<file path="config.mk">
export PLATFORM = sky130hd
export DESIGN_NAME = pll_div_search
export DESIGN_NICKNAME = d
export VERILOG_FILES = /design/src/rtl/pll_search_pkg.sv /design/src/rtl/pll_divu.sv /design/src/rtl/pll_cand_screen.sv /design/src/rtl/pll_div_search.sv
export SDC_FILE = /design/constraint.sdc
export NUM_CORES = 2
export LEC_CHECK = 0
export ABC_AREA = 1
export BUFFER_PORTS_ARGS = -buffer_cell sky130_fd_sc_hd__clkbuf_2
export CAP_MARGIN = 40
export CORE_MARGIN = 2
export CORE_UTILIZATION = 35
export DETAILED_ROUTE_END_ITERATION = 6
export GPL_TIMING_DRIVEN = 0
export SLEW_MARGIN = 20
export SYNTH_ARGS = -nofsm -noshare
export SYNTH_HDL_FRONTEND = slang
export SYNTH_SLANG_ARGS = --single-unit
</file>
<file path="constraint.sdc">
create_clock -name clk -period 9.55 [get_ports clk]
set_input_delay 0.4775 -clock clk [delete_from_list [all_inputs] [get_ports clk]]
set_output_delay 0.4775 -clock clk [all_outputs]
set_load 0.03 [all_outputs]
</file>
<file path="src/rtl/pll_search_pkg.sv">
package pll_search_pkg;

  localparam int FMT_W = 3;

  typedef enum logic [3:0] {
    ST_IDLE,
    ST_LANE,
    ST_NMIN,
    ST_NMAX,
    ST_NCHK,
    ST_MDIV,
    ST_FDIV,
    ST_NEXT,
    ST_FIN
  } srch_st_e;

  // bits per pixel for each supported format code, 0 for unsupported codes
  function automatic logic [4:0] fmt_bpp(input logic [FMT_W-1:0] code);
    case (code)
      3'd0, 3'd1: fmt_bpp = 5'd24;
      3'd2:       fmt_bpp = 5'd18;
      3'd3:       fmt_bpp = 5'd16;
      default:    fmt_bpp = 5'd0;
    endcase
  endfunction

endpackage

</file>
<file path="src/rtl/pll_divu.sv">
module pll_divu #(
  parameter int W = 32
) (
  input  logic         clk,
  input  logic         rst_n,
  input  logic         start_i,
  input  logic [W-1:0] num_i,
  input  logic [W-1:0] den_i,
  output logic         done_o,
  output logic [W-1:0] quot_o
);
  localparam int CW = $clog2(W + 1);

  logic [W-1:0]  rem_q, quo_q, den_q, num_q;
  logic [CW-1:0] cnt_q;
  logic          done_q;
  logic [W:0]    trial;
  logic          take;
  logic [W-1:0]  rem_nx;

  always_comb begin
    trial  = {rem_q, quo_q[W-1]};
    take   = trial >= {1'b0, den_q};
    rem_nx = take ? W'(trial - {1'b0, den_q}) : trial[W-1:0];
  end

  always_ff @(posedge clk) begin
    if (!rst_n) begin
      rem_q  <= '0;
      quo_q  <= '0;
      den_q  <= '0;
      num_q  <= '0;
      cnt_q  <= '0;
      done_q <= 1'b0;
    end else begin
      done_q <= 1'b0;
      if (start_i) begin
        rem_q <= '0;
        quo_q <= num_i;
        den_q <= den_i;
        num_q <= num_i;
        cnt_q <= CW'(W);
      end else if (cnt_q != '0) begin
        rem_q  <= rem_nx;
        quo_q  <= {quo_q[W-2:0], take};
        cnt_q  <= cnt_q - 1'b1;
        done_q <= (cnt_q == CW'(1));
      end
    end
  end

  assign done_o = done_q;
  assign quot_o = quo_q;

  logic [2*W-1:0] chk_back;
  assign chk_back = ({{W{1'b0}}, quo_q} * {{W{1'b0}}, den_q}) + {{W{1'b0}}, rem_q};

  // every quotient handed out is the exact floor of num / den
  p_floor_exact_r1: assert property (@(posedge clk) disable iff (!rst_n)
    (done_q && den_q != '0) |-> (chk_back == {{W{1'b0}}, num_q} && rem_q < den_q));

  p_done_single_r1: assert property (@(posedge clk) disable iff (!rst_n)
    done_q |=> !done_q);

endmodule

</file>
<file path="src/rtl/pll_cand_screen.sv">
module pll_cand_screen #(
  parameter int ACC_W       = 32,
  parameter int M_LO        = 6,
  parameter int M_HI        = 512,
  parameter int VCO_MIN_KHZ = 80000,
  parameter int VCO_MAX_KHZ = 1500000
) (
  input  logic [ACC_W-1:0] m_raw_i,
  input  logic [ACC_W-1:0] f_i,
  input  logic [ACC_W-1:0] tgt_i,
  input  logic [ACC_W-1:0] best_err_i,
  output logic [ACC_W-1:0] m_even_o,
  output logic             m_ok_o,
  output logic             f_ok_o,
  output logic [ACC_W-1:0] f_err_o,
  output logic             better_o
);
  localparam logic [ACC_W-1:0] M_LO_V  = ACC_W'(M_LO);
  localparam logic [ACC_W-1:0] M_HI_V  = ACC_W'(M_HI);
  localparam logic [ACC_W-1:0] F_LO_V  = ACC_W'(VCO_MIN_KHZ);
  localparam logic [ACC_W-1:0] F_HI_V  = ACC_W'(VCO_MAX_KHZ);

  always_comb begin
    m_even_o = m_raw_i + {{(ACC_W-1){1'b0}}, m_raw_i[0]};
    m_ok_o   = (m_even_o >= M_LO_V) && (m_even_o <= M_HI_V);
    f_ok_o   = (f_i >= F_LO_V) && (f_i <= F_HI_V);
    f_err_o  = (tgt_i >= f_i) ? (tgt_i - f_i) : (f_i - tgt_i);
    better_o = f_err_o < best_err_i;
  end

endmodule

</file>
<file path="src/rtl/pll_div_search.sv">
module pll_div_search
  import pll_search_pkg::*;
#(
  parameter int CLK_W        = 20,
  parameter int LANE_W       = 3,
  parameter int N_W          = 8,
  parameter int M_W          = 10,
  parameter int ACC_W        = 32,
  parameter int RATE_MAX_KHZ = 1500000,
  parameter int VCO_MIN_KHZ  = 80000,
  parameter int PFD_MIN_KHZ  = 5000,
  parameter int PFD_MAX_KHZ  = 40000,
  parameter int M_LO         = 6,
  parameter int M_HI         = 512
) (
  input  logic              clk,
  input  logic              rst_n,
  input  logic              req_valid_i,
  output logic              req_ready_o,
  input  logic [CLK_W-1:0]  pix_khz_i,
  input  logic [LANE_W-1:0] lane_cnt_i,
  input  logic [FMT_W-1:0]  fmt_i,
  input  logic [CLK_W-1:0]  ref_khz_i,
  output logic              done_o,
  output logic              err_o,
  output logic [N_W-1:0]    div_n_o,
  output logic [M_W-1:0]    div_m_o,
  output logic [ACC_W-1:0]  vco_khz_o
);
  localparam logic [ACC_W-1:0] RATE_LIM = ACC_W'(RATE_MAX_KHZ);
  localparam logic [ACC_W-1:0] PFD_LO   = ACC_W'(PFD_MIN_KHZ);
  localparam logic [ACC_W-1:0] PFD_HI   = ACC_W'(PFD_MAX_KHZ);
  localparam logic [ACC_W-1:0] VCO_LO   = ACC_W'(VCO_MIN_KHZ);
  localparam logic [ACC_W-1:0] M_LO_V   = ACC_W'(M_LO);
  localparam logic [ACC_W-1:0] M_HI_V   = ACC_W'(M_HI);

  srch_st_e            st_q;
  logic [CLK_W-1:0]    pix_q, ref_q;
  logic [4:0]          bpp_q;
  logic [ACC_W-1:0]    tgt_q;
  logic [N_W:0]        n_q, nmax_q;
  logic [M_W-1:0]      m_q;
  logic [N_W-1:0]      best_n_q;
  logic [M_W-1:0]      best_m_q;
  logic [ACC_W-1:0]    best_f_q, best_err_q;
  logic                found_q;

  logic                go_q;
  logic [ACC_W-1:0]    dnum_q, dden_q;
  logic                d_done;
  logic [ACC_W-1:0]    d_quot;

  logic [4:0]          bpp_in;
  logic [ACC_W-1:0]    tgt_nx;
  logic [ACC_W-1:0]    ref_w;
  logic [ACC_W-1:0]    m_even, f_err;
  logic                m_ok, f_ok, better;

  assign bpp_in = fmt_bpp(fmt_i);
  assign ref_w  = ACC_W'(ref_q);
  assign tgt_nx = ((d_quot * ACC_W'(bpp_q)) >> 3) * ACC_W'(10);

  pll_divu #(.W(ACC_W)) u_div (
    .clk     (clk),
    .rst_n   (rst_n),
    .start_i (go_q),
    .num_i   (dnum_q),
    .den_i   (dden_q),
    .done_o  (d_done),
    .quot_o  (d_quot)
  );

  pll_cand_screen #(
    .ACC_W       (ACC_W),
    .M_LO        (M_LO),
    .M_HI        (M_HI),
    .VCO_MIN_KHZ (VCO_MIN_KHZ),
    .VCO_MAX_KHZ (RATE_MAX_KHZ)
  ) u_screen (
    .m_raw_i    (d_quot),
    .f_i        (d_quot),
    .tgt_i      (tgt_q),
    .best_err_i (best_err_q),
    .m_even_o   (m_even),
    .m_ok_o     (m_ok),
    .f_ok_o     (f_ok),
    .f_err_o    (f_err),
    .better_o   (better)
  );

  always_ff @(posedge clk) begin
    if (!rst_n) begin
      st_q       <= ST_IDLE;
      pix_q      <= '0;
      ref_q      <= '0;
      bpp_q      <= '0;
      tgt_q      <= '0;
      n_q        <= '0;
      nmax_q     <= '0;
      m_q        <= '0;
      best_n_q   <= '0;
      best_m_q   <= '0;
      best_f_q   <= '0;
      best_err_q <= '0;
      found_q    <= 1'b0;
      go_q       <= 1'b0;
      dnum_q     <= '0;
      dden_q     <= '0;
      done_o     <= 1'b0;
      err_o      <= 1'b0;
      div_n_o    <= '0;
      div_m_o    <= '0;
      vco_khz_o  <= '0;
    end else begin
      go_q   <= 1'b0;
      done_o <= 1'b0;
      case (st_q)
        ST_IDLE: begin
          if (req_valid_i) begin
            pix_q      <= pix_khz_i;
            ref_q      <= ref_khz_i;
            bpp_q      <= bpp_in;
            found_q    <= 1'b0;
            best_err_q <= RATE_LIM;
            if (bpp_in == '0 || lane_cnt_i == '0) begin
              st_q <= ST_FIN;
            end else begin
              go_q   <= 1'b1;
              dnum_q <= ACC_W'(pix_khz_i);
              dden_q <= ACC_W'(lane_cnt_i);
              st_q   <= ST_LANE;
            end
          end
        end
        ST_LANE: begin
          if (d_done) begin
            tgt_q <= tgt_nx;
            if (tgt_nx >= RATE_LIM) begin
              st_q <= ST_FIN;
            end else begin
              go_q   <= 1'b1;
              dnum_q <= ref_w + PFD_HI - ACC_W'(1);
              dden_q <= PFD_HI;
              st_q   <= ST_NMIN;
            end
          end
        end
        ST_NMIN: begin
          if (d_done) begin
            n_q    <= (d_quot == '0) ? (N_W+1)'(1) : (N_W+1)'(d_quot);
            go_q   <= 1'b1;
            dnum_q <= ref_w;
            dden_q <= PFD_LO;
            st_q   <= ST_NMAX;
          end
        end
        ST_NMAX: begin
          if (d_done) begin
            nmax_q <= (N_W+1)'(d_quot);
            st_q   <= ST_NCHK;
          end
        end
        ST_NCHK: begin
          if (n_q > nmax_q) begin
            st_q <= ST_FIN;
          end else begin
            go_q   <= 1'b1;
            dnum_q <= tgt_q * ACC_W'(n_q);
            dden_q <= ref_w;
            st_q   <= ST_MDIV;
          end
        end
        ST_MDIV: begin
          if (d_done) begin
            if (m_ok) begin
              m_q    <= M_W'(m_even);
              go_q   <= 1'b1;
              dnum_q <= m_even * ref_w;
              dden_q <= ACC_W'(n_q);
              st_q   <= ST_FDIV;
            end else begin
              st_q <= ST_NEXT;
            end
          end
        end
        ST_FDIV: begin
          if (d_done) begin
            if (f_ok && better) begin
              best_n_q   <= N_W'(n_q);
              best_m_q   <= m_q;
              best_f_q   <= d_quot;
              best_err_q <= f_err;
              found_q    <= 1'b1;
            end
            st_q <= ST_NEXT;
          end
        end
        ST_NEXT: begin
          n_q  <= n_q + 1'b1;
          st_q <= ST_NCHK;
        end
        ST_FIN: begin
          done_o    <= 1'b1;
          err_o     <= !found_q;
          div_n_o   <= found_q ? best_n_q : '0;
          div_m_o   <= found_q ? best_m_q : '0;
          vco_khz_o <= found_q ? best_f_q : '0;
          st_q      <= ST_IDLE;
        end
        default: st_q <= ST_IDLE;
      endcase
    end
  end

  assign req_ready_o = (st_q == ST_IDLE);

  // single-cycle strobe
  p_done_pulse_r9: assert property (@(posedge clk) disable iff (!rst_n)
    done_o |=> !done_o);

  // results move only together with the strobe
  p_result_hold_r9: assert property (@(posedge clk) disable iff (!rst_n)
    !done_o |-> ($stable(err_o) && $stable(div_n_o) && $stable(div_m_o) && $stable(vco_khz_o)));

  // latched request stays put while busy
  p_busy_latch_r10: assert property (@(posedge clk) disable iff (!rst_n)
    !req_ready_o |=> ($stable(pix_q) && $stable(ref_q) && $stable(bpp_q)));

  // reported M is even and inside its window
  p_m_even_r5: assert property (@(posedge clk) disable iff (!rst_n)
    (done_o && !err_o) |-> (!div_m_o[0] && ACC_W'(div_m_o) >= M_LO_V && ACC_W'(div_m_o) <= M_HI_V));

  // reported VCO inside its window
  p_vco_win_r6: assert property (@(posedge clk) disable iff (!rst_n)
    (done_o && !err_o) |-> (vco_khz_o >= VCO_LO && vco_khz_o <= RATE_LIM));

  // reported N keeps the phase detector between its limits
  p_n_win_r4: assert property (@(posedge clk) disable iff (!rst_n)
    (done_o && !err_o) |-> (ACC_W'(div_n_o) * PFD_HI >= ref_w && ACC_W'(div_n_o) * PFD_LO <= ref_w));

  // error results are zeroed
  p_err_zero_r11: assert property (@(posedge clk) disable iff (!rst_n)
    (done_o && err_o) |-> (div_n_o == '0 && div_m_o == '0 && vco_khz_o == '0));

  // kept distance never grows during a search
  p_best_mono_r7: assert property (@(posedge clk) disable iff (!rst_n)
    (st_q == ST_FDIV || st_q == ST_NEXT || st_q == ST_NCHK || st_q == ST_MDIV) |=>
      (best_err_q <= $past(best_err_q)));

endmodule

</file>
### Word level (Yosys, flattened, before mapping)

Index checks and enable logic that the tools add are counted.

| storage, ports and cells | value |
|---|---|
| bits in writable memories | 0 |
| output and inout port bits | 53 |
| ROM bits | 0 |
| memories kept | 0 |
| register bits | 391 |
| latch bits | 0 |
| input bits | 49 |
| word-level logic and storage cells | 159 |

| cells by class | value |
|---|---|
| equal/unequal tests | 23 |
| $mul | 4 |
| bitwise logic cells | 2 |
| add/subtract/negate cells | 8 |
| shifts and indexed selects | 0 |
| divide/modulo/power cells | 0 |
| magnitude comparators | 9 |
| reduce and logical (&&, ||, !) cells | 27 |
| multiplexer cells | 60 |

Operators by type and width:

| operator | count |
|---|---|
| 32-bit two-way mux | 24 |
| 32-bit case mux with 5 select lines | 2 |
| 32-bit subtractor | 3 |
| 32-bit case mux with 2 select lines | 1 |
| 4-bit two-way mux | 9 |
| 33-bit by 32-bit >= comparator with 1-bit output | 1 |
| 32-bit by 1-bit adder with 32-bit output | 1 |
| 32-bit by 17-bit >= comparator with 1-bit output, second input constant | 1 |
| 32-bit by 21-bit >= comparator with 1-bit output, second input constant | 1 |
| 32-bit by 3-bit >= comparator with 1-bit output, second input constant | 1 |
| 32-bit >= comparator | 1 |
| 32-bit by 10-bit less-or-equal comparator with 1-bit output, second input constant | 1 |
| 32-bit by 21-bit less-or-equal comparator with 1-bit output, second input constant | 1 |
| 32-bit logical NOT | 1 |
| 32-bit < comparator | 1 |
| 32-bit by 20-bit multiplier with 32-bit output | 1 |
| 32-bit by 5-bit multiplier with 32-bit output | 1 |
| 4-bit case mux with 8 select lines | 1 |
| 29-bit by 3-bit multiplier with 31-bit output, second input constant | 1 |
| 31-bit by 9-bit multiplier with 31-bit output | 1 |
| 21-bit by 1-bit subtractor with 22-bit output, second input constant | 1 |
| 20-bit by 16-bit adder with 21-bit output, second input constant | 1 |
| 9-bit two-way mux | 2 |
| 9-bit case mux with 2 select lines | 1 |
| other kinds (36) | 74 |

### Depth between registers and ports, before layout

| depth | value |
|---|---|
| word-level depth | 8 |
| mapped depth | 48 |
| depth with buffers taken out | 45 |

### Modules after synthesis

From an unflattened synthesis, not the netlist that was laid out.

| second synthesis, totals | value |
|---|---|
| cells, all modules | 7905 |
| area total of the unflattened synthesis | 52251.4 um^2 |

Modules (own cells, without submodules):

| module | seq. area each (um^2) | area an instance (um^2) | instances | cells an instance |
|---|---|---|---|---|
| pll_div_search | 5485.3 | 38434.4 | 1 | 5411 |
| pll_divu | 2062.0 | 6969.2 | 1 | 1129 |
| pll_cand_screen | 0.0 | 6847.8 | 1 | 1365 |

### Least setup slack after synthesis

OpenSTA, ideal clock, no wires.

| timing path | value |
|---|---|
| path kind | register to register |
| start | register u_div.quo_q[1], in the netlist u_div.quot_o[1] |
| end | register dnum_q[24] |
| arrival time | 6949 ps |
| cell stages (with the launch flop) | 34 |
| clock period less this slack | 7081 ps |
| setup slack | 2469 ps |
| setup time | 132 ps |
| cell sequence | dfxtp_1 -> ha_1 -> nand2_1 -> nor2_1 -> nand2_2 -> nand2_1 -> and2_1 -> clkbuf_1 -> clkbuf_1 -> nand2_1 -> fa_1 -> fa_1 -> inv_1 -> fa_1 -> fa_1 -> inv_1 -> fa_1 -> fa_1 -> inv_1 -> fa_1 -> ha_1 -> a21oi_1 -> inv_1 -> a21oi_1 -> nand2_1 -> nand3_1 -> nand2_1 -> a21boi_0 -> o21bai_1 -> or2_2 -> nand3_1 -> nand2_1 -> nand2_1 -> a21oi_1 |

| on the way | value |
|---|---|
| longest elaborated chain between the ends | 5 |

RTL lines:

| element | RTL line | RTL |
|---|---|---|
| start: declaration | pll_divu.sv:14 | `logic [W-1:0] rem_q, quo_q, den_q, num_q;` |
| start signal: assignment | pll_divu.sv:39 | `quo_q <= num_i;` |
| start signal: assignment | pll_divu.sv:45 | `quo_q <= {quo_q[W-2:0], take};` |
| 32-bit by 5-bit multiplier with 32-bit output / 32-bit by 1-bit adder with 32-bit output (equally long branches) | pll_div_search.sv:61, pll_cand_screen.sv:24 |  |
| 29-bit by 3-bit multiplier with 31-bit output (tied with other cells) | pll_div_search.sv:61 | `assign tgt_nx = ((d_quot * ACC_W'(bpp_q)) >> 3) * ACC_W'(10);` |
| 32-bit by 21-bit >= comparator with 1-bit output (tied with other cells) | pll_div_search.sv:138 | `if (tgt_nx >= RATE_LIM) begin` |
| 2-bit != test (no source line) / 32-bit two-way mux (equally long branches) | - |  |
| 9-bit AND reduction (no source line) / 32-bit case mux with 5 select lines (equally long branches) | - |  |
| end signal: assignment | pll_div_search.sv:129 | `dnum_q <= ACC_W'(pix_khz_i);` |
| end signal: assignment | pll_div_search.sv:142 | `dnum_q <= ref_w + PFD_HI - ACC_W'(1);` |
| end signal: assignment | pll_div_search.sv:152 | `dnum_q <= ref_w;` |
| end: declaration | pll_div_search.sv:49 | `logic [ACC_W-1:0] dnum_q, dden_q;` |

Several ways; a longest one is shown, not always the timed one. The select of a mux whose other input is x is not followed.
A chain may end at the register's enable or synchronous reset.

### Worst setup path after layout

| timing path | value |
|---|---|
| start | register u_div.quo_q[11], in the netlist u_div.quot_o[11] |
| end | register dnum_q[29] |

Same word-level chain as after synthesis.

==> results.md <==
* Top_reg_cell synth: dfxtp_1
* Cell count after synthesis at 6,473
* Relative area change from synthesis to final layout at 9.69%
* Cell area after technology mapping at 0.0459 mm^2
* Maximum clock frequency at ~0.11 GHz
* Global-route usage over all layers at 26.7%
* Fraction of synthesized cell area in xor and xnor cells at 2.96%
* Max_slew headroom at 37.2%
* Cell-internal power at 5.71 mW
* Global-route wire length before repair at 271,000 um
* Final Skew at 30.4 ps
* Initial Util at 35.3%
* Per-cell routed wire length at 21.7 um
* Largest net degree at the start of global routing at 14
* Number of flops mapped to enable cells by yosys at 0
* Final Setup Violations at 0
* Clock period minus final worst setup slack at 9460 ps
* CTS-repair resized insts at 0
* Total Nets Final at 7,604
* Die span in x at 366 um
* Fraction of the mapped netlist area in adder cells at roughly a third
* Required time worst endpoint at 10,010 ps
* Library cell appearing most often on the critical path: fa_1
* Cell type group with the largest total delay on the critical path: adder cells
* First DRT Iteration DRCs at 4,432
* Worst Hold Class: in2reg
* Estimated wirelength of the detail-placed design at between 150,000 and 200,000 um
* Worst-case vdd ir drop at 0.189 mV
* Fraction of layout cells with a size suffix above 1 at 4.03%
* Clock net sink count at 362
* I/O pin total at 102
* Setup Crit Path Kind: reg2reg
* CTS tree: built
* Kind of end point of the critical path: flop
* Leak Pwr at 25.2 nW
* Total number of vias at 44.3k
* Mean instance size in the synthesized netlist at 7.09 um^2
* Later-pin clock latency in the skew report at 590 ps
* Placeable core area at 0.130 mm^2
* Data arrival time of the worst path at about 9900 ps
* Total grt overflow at 0
* Routed wire length at 182,000 um
* Clock-pin transition on the worst setup and hold timing paths at 70 ps
* Iteration count of the initial detailed-routing pass at 7
* Synth cell types at between 50 and 60
* Routed Antenna Nets at 0
* Combinational group share of total power at between 70 and 80%
* Share of synthesized flip-flops with an asynchronous set or reset at 0%
* Simple-gate share of the synthesized area at roughly 20%
* Final hold violation count at 0
* Number of standard cells in the layout, taps in and fillers out at 8,411
* Post-synth net total at 7,442
* Post CTS Setup Buffer Count at 0
* Bufs and invs on worst path at 6
* Status: finished, violations left
* Final total negative setup slack at 0 ps
* Most instantiated library cell after synthesis: nand2_1
* CP peak stage delay at around 700 ps
* Hold bufs inserted after CTS at 0
* Unrepaired setup endpoints after global routing: no
* Count of warnings emitted by yosys at 0
* Max-slew violation count at 0
* Maximum clock path buffer count at 3
* Area of the die at 0.134 mm^2
* Relative contribution of sequential cells to total power at 15.5%
* Total of max-cap violations at 0
* Number of global-route vias before repair at 43.2k
* Portion of synthesized cell area occupied by the leading cell type at 23.5%
* Startpoint class of the critical path: flop
* # port buffers at 100
* Share of cell area taken by muxes after synthesis at less than 1%
* PnR Total Power at 12.9 mW
* Final routed DRC violation total at 2
* Register-to-register setup slack at roughly 90 ps
* Maximum fanout along the worst path at 10
* Area contributors post-synth: fa_1 (23%), dfxtp_1 (16%), nand2_1 (12%)
* Area fraction in compound gates after synthesis at ~14%
* H-tree depth at 2
* Top cells by instance count after synthesis: nand2_1 (1,511), inv_1 (1,192), fa_1 (538), a21oi_1 (534), nor2_1 (522)
* Transition time at the pin with the least slew margin at 930 ps
* Clock root buffer master: clkbuf_16
* Cell type with the largest total area after synthesis: fa_1
* Fill cell instance count of the final layout at 14.0k
* Number of placed instances, taps included at approximately 8.3k
* Final weighted congestion of routability-driven global placement at 1.02
* Vias per inst at 5.27
* Power density relative to cell area at 256 mW/mm^2
* Dominant combinational cell family by area after synthesis: adder cells
* Clock power frac at between 10% and 20%
* Std cell rows at 132
* Proportion of synthesized chip area in sequential cells at 15.8%
* P_sw at 7.15 mW
* Violations in the final reports: DRC
* Seq cells post-synth at 362
* Die height at 366 um
* Net switching fraction of the power at 55.6%
* Number of antenna violations at the first check in global routing at 7
* Inserted Clock Buffers at 43
* Final worst-path cycle share at between 90% and 100%
* CP max-delay cell: dfxtp_1
layout by cell type (no fill, tap or decap), drive strengths merged, types with 71 or more instances in the layout:
cell type  Yosys  routed
inv         1204    1208
o21ai        398     398
fa           538     538
a21oi        534     534
nand3        163     163
xor2          85      85
ha           382     382
nor2         528     528
buf           49      71
dfxtp        362     362
clkbuf       245     400
nand2       1517    1517
path summary, 6_finish.rpt:
kind                    start            to  depth (start not counted)
max          u_div.quot_o[11]    dnum_q[29]                         28
min             ref_khz_i[12]     ref_q[12]                          3
max reg2reg  u_div.quot_o[11]    dnum_q[29]                         28
min reg2reg      best_f_q[24]  best_f_q[24]                          2
metrics by stage:
| step | utilization, % | setup slack, ps | hold WS, ps | instance area, um^2 |
|---|---|---|---|---|
| 5_1_grt | 38.8 | 0.678 | 265 | 50300 |
| 3_3_place_gp | 37.4 | 367 | 444 | 48600 |
| 4_1_cts | 38.7 | 337 | 225 | 50200 |
| 3_5_place_dp | 37.5 | 393 | 447 | 48700 |
| 6_report | 38.8 | 89.8 | 240 | 50300 |
| 2_1_floorplan | - | 2470 | 430 | 45900 |
sequential cells by signal, indices dropped and copies added (netlist names), 20 cells and up:
signal and cells:
best_err_q 32, best_f_q 32, dden_q 20, dnum_q 32
ref_q 20, tgt_q 31, u_div.den_q 20, u_div.quot_o 32
u_div.rem_q 32, vco_khz_o 32
cell families after synthesis:
kind of cell,count (synthesis)
muxes,4
xor gates and xnor gates,154
buffers and inverters,1506
other,1
AOI/OAI and AO/OA,1190
DFF,362
adders and majority gates,920
and+or+nand+nor,2336
power groups by stage:
stage               Combinational [mW]  Clock, mW  Sequential, mW
finish                            9.07       1.79            2.00
global route                      10.0       1.86            2.01
global placement                  8.74          0            2.01
CTS                               8.90       1.80            1.99
floorplan                         6.02          0            1.91
detailed placement                8.85          0            2.02
routing by layer:
metal	GRT usage (%)	wire length (um)	vias to the layer above
met5	0	68	-
met4	12.2	9630	6
met3	5.17	16100	425
met2	40.9	78100	1951
met1	36.2	78500	21300
li1	-	-	20600
worst min-delay path, cell delays in order:
cell and delay [ps]:
clkbuf_2 120, o21ai_0 90, a21oi_1 110
cell type report:
| type | instances | area (um^2) | area share (%) |
|---|---|---|---|
| flip-flops and latches | 362 | 7250 | 14.4 |
| plain buffers | 290 | 1170 | 2.33 |
| well taps | 1742 | 2180 | 4.33 |
| diodes | 2 | 5.00 | 0.00995 |
| clock inverters | 17 | 241 | 0.480 |
| multi-input cells | 4605 | 32900 | 65.4 |
| repair buffers | 121 | 752 | 1.49 |
| clock buffers | 60 | 1270 | 2.53 |
| inverters | 1212 | 4550 | 9.05 |
(Power assumes the default switching activity.)
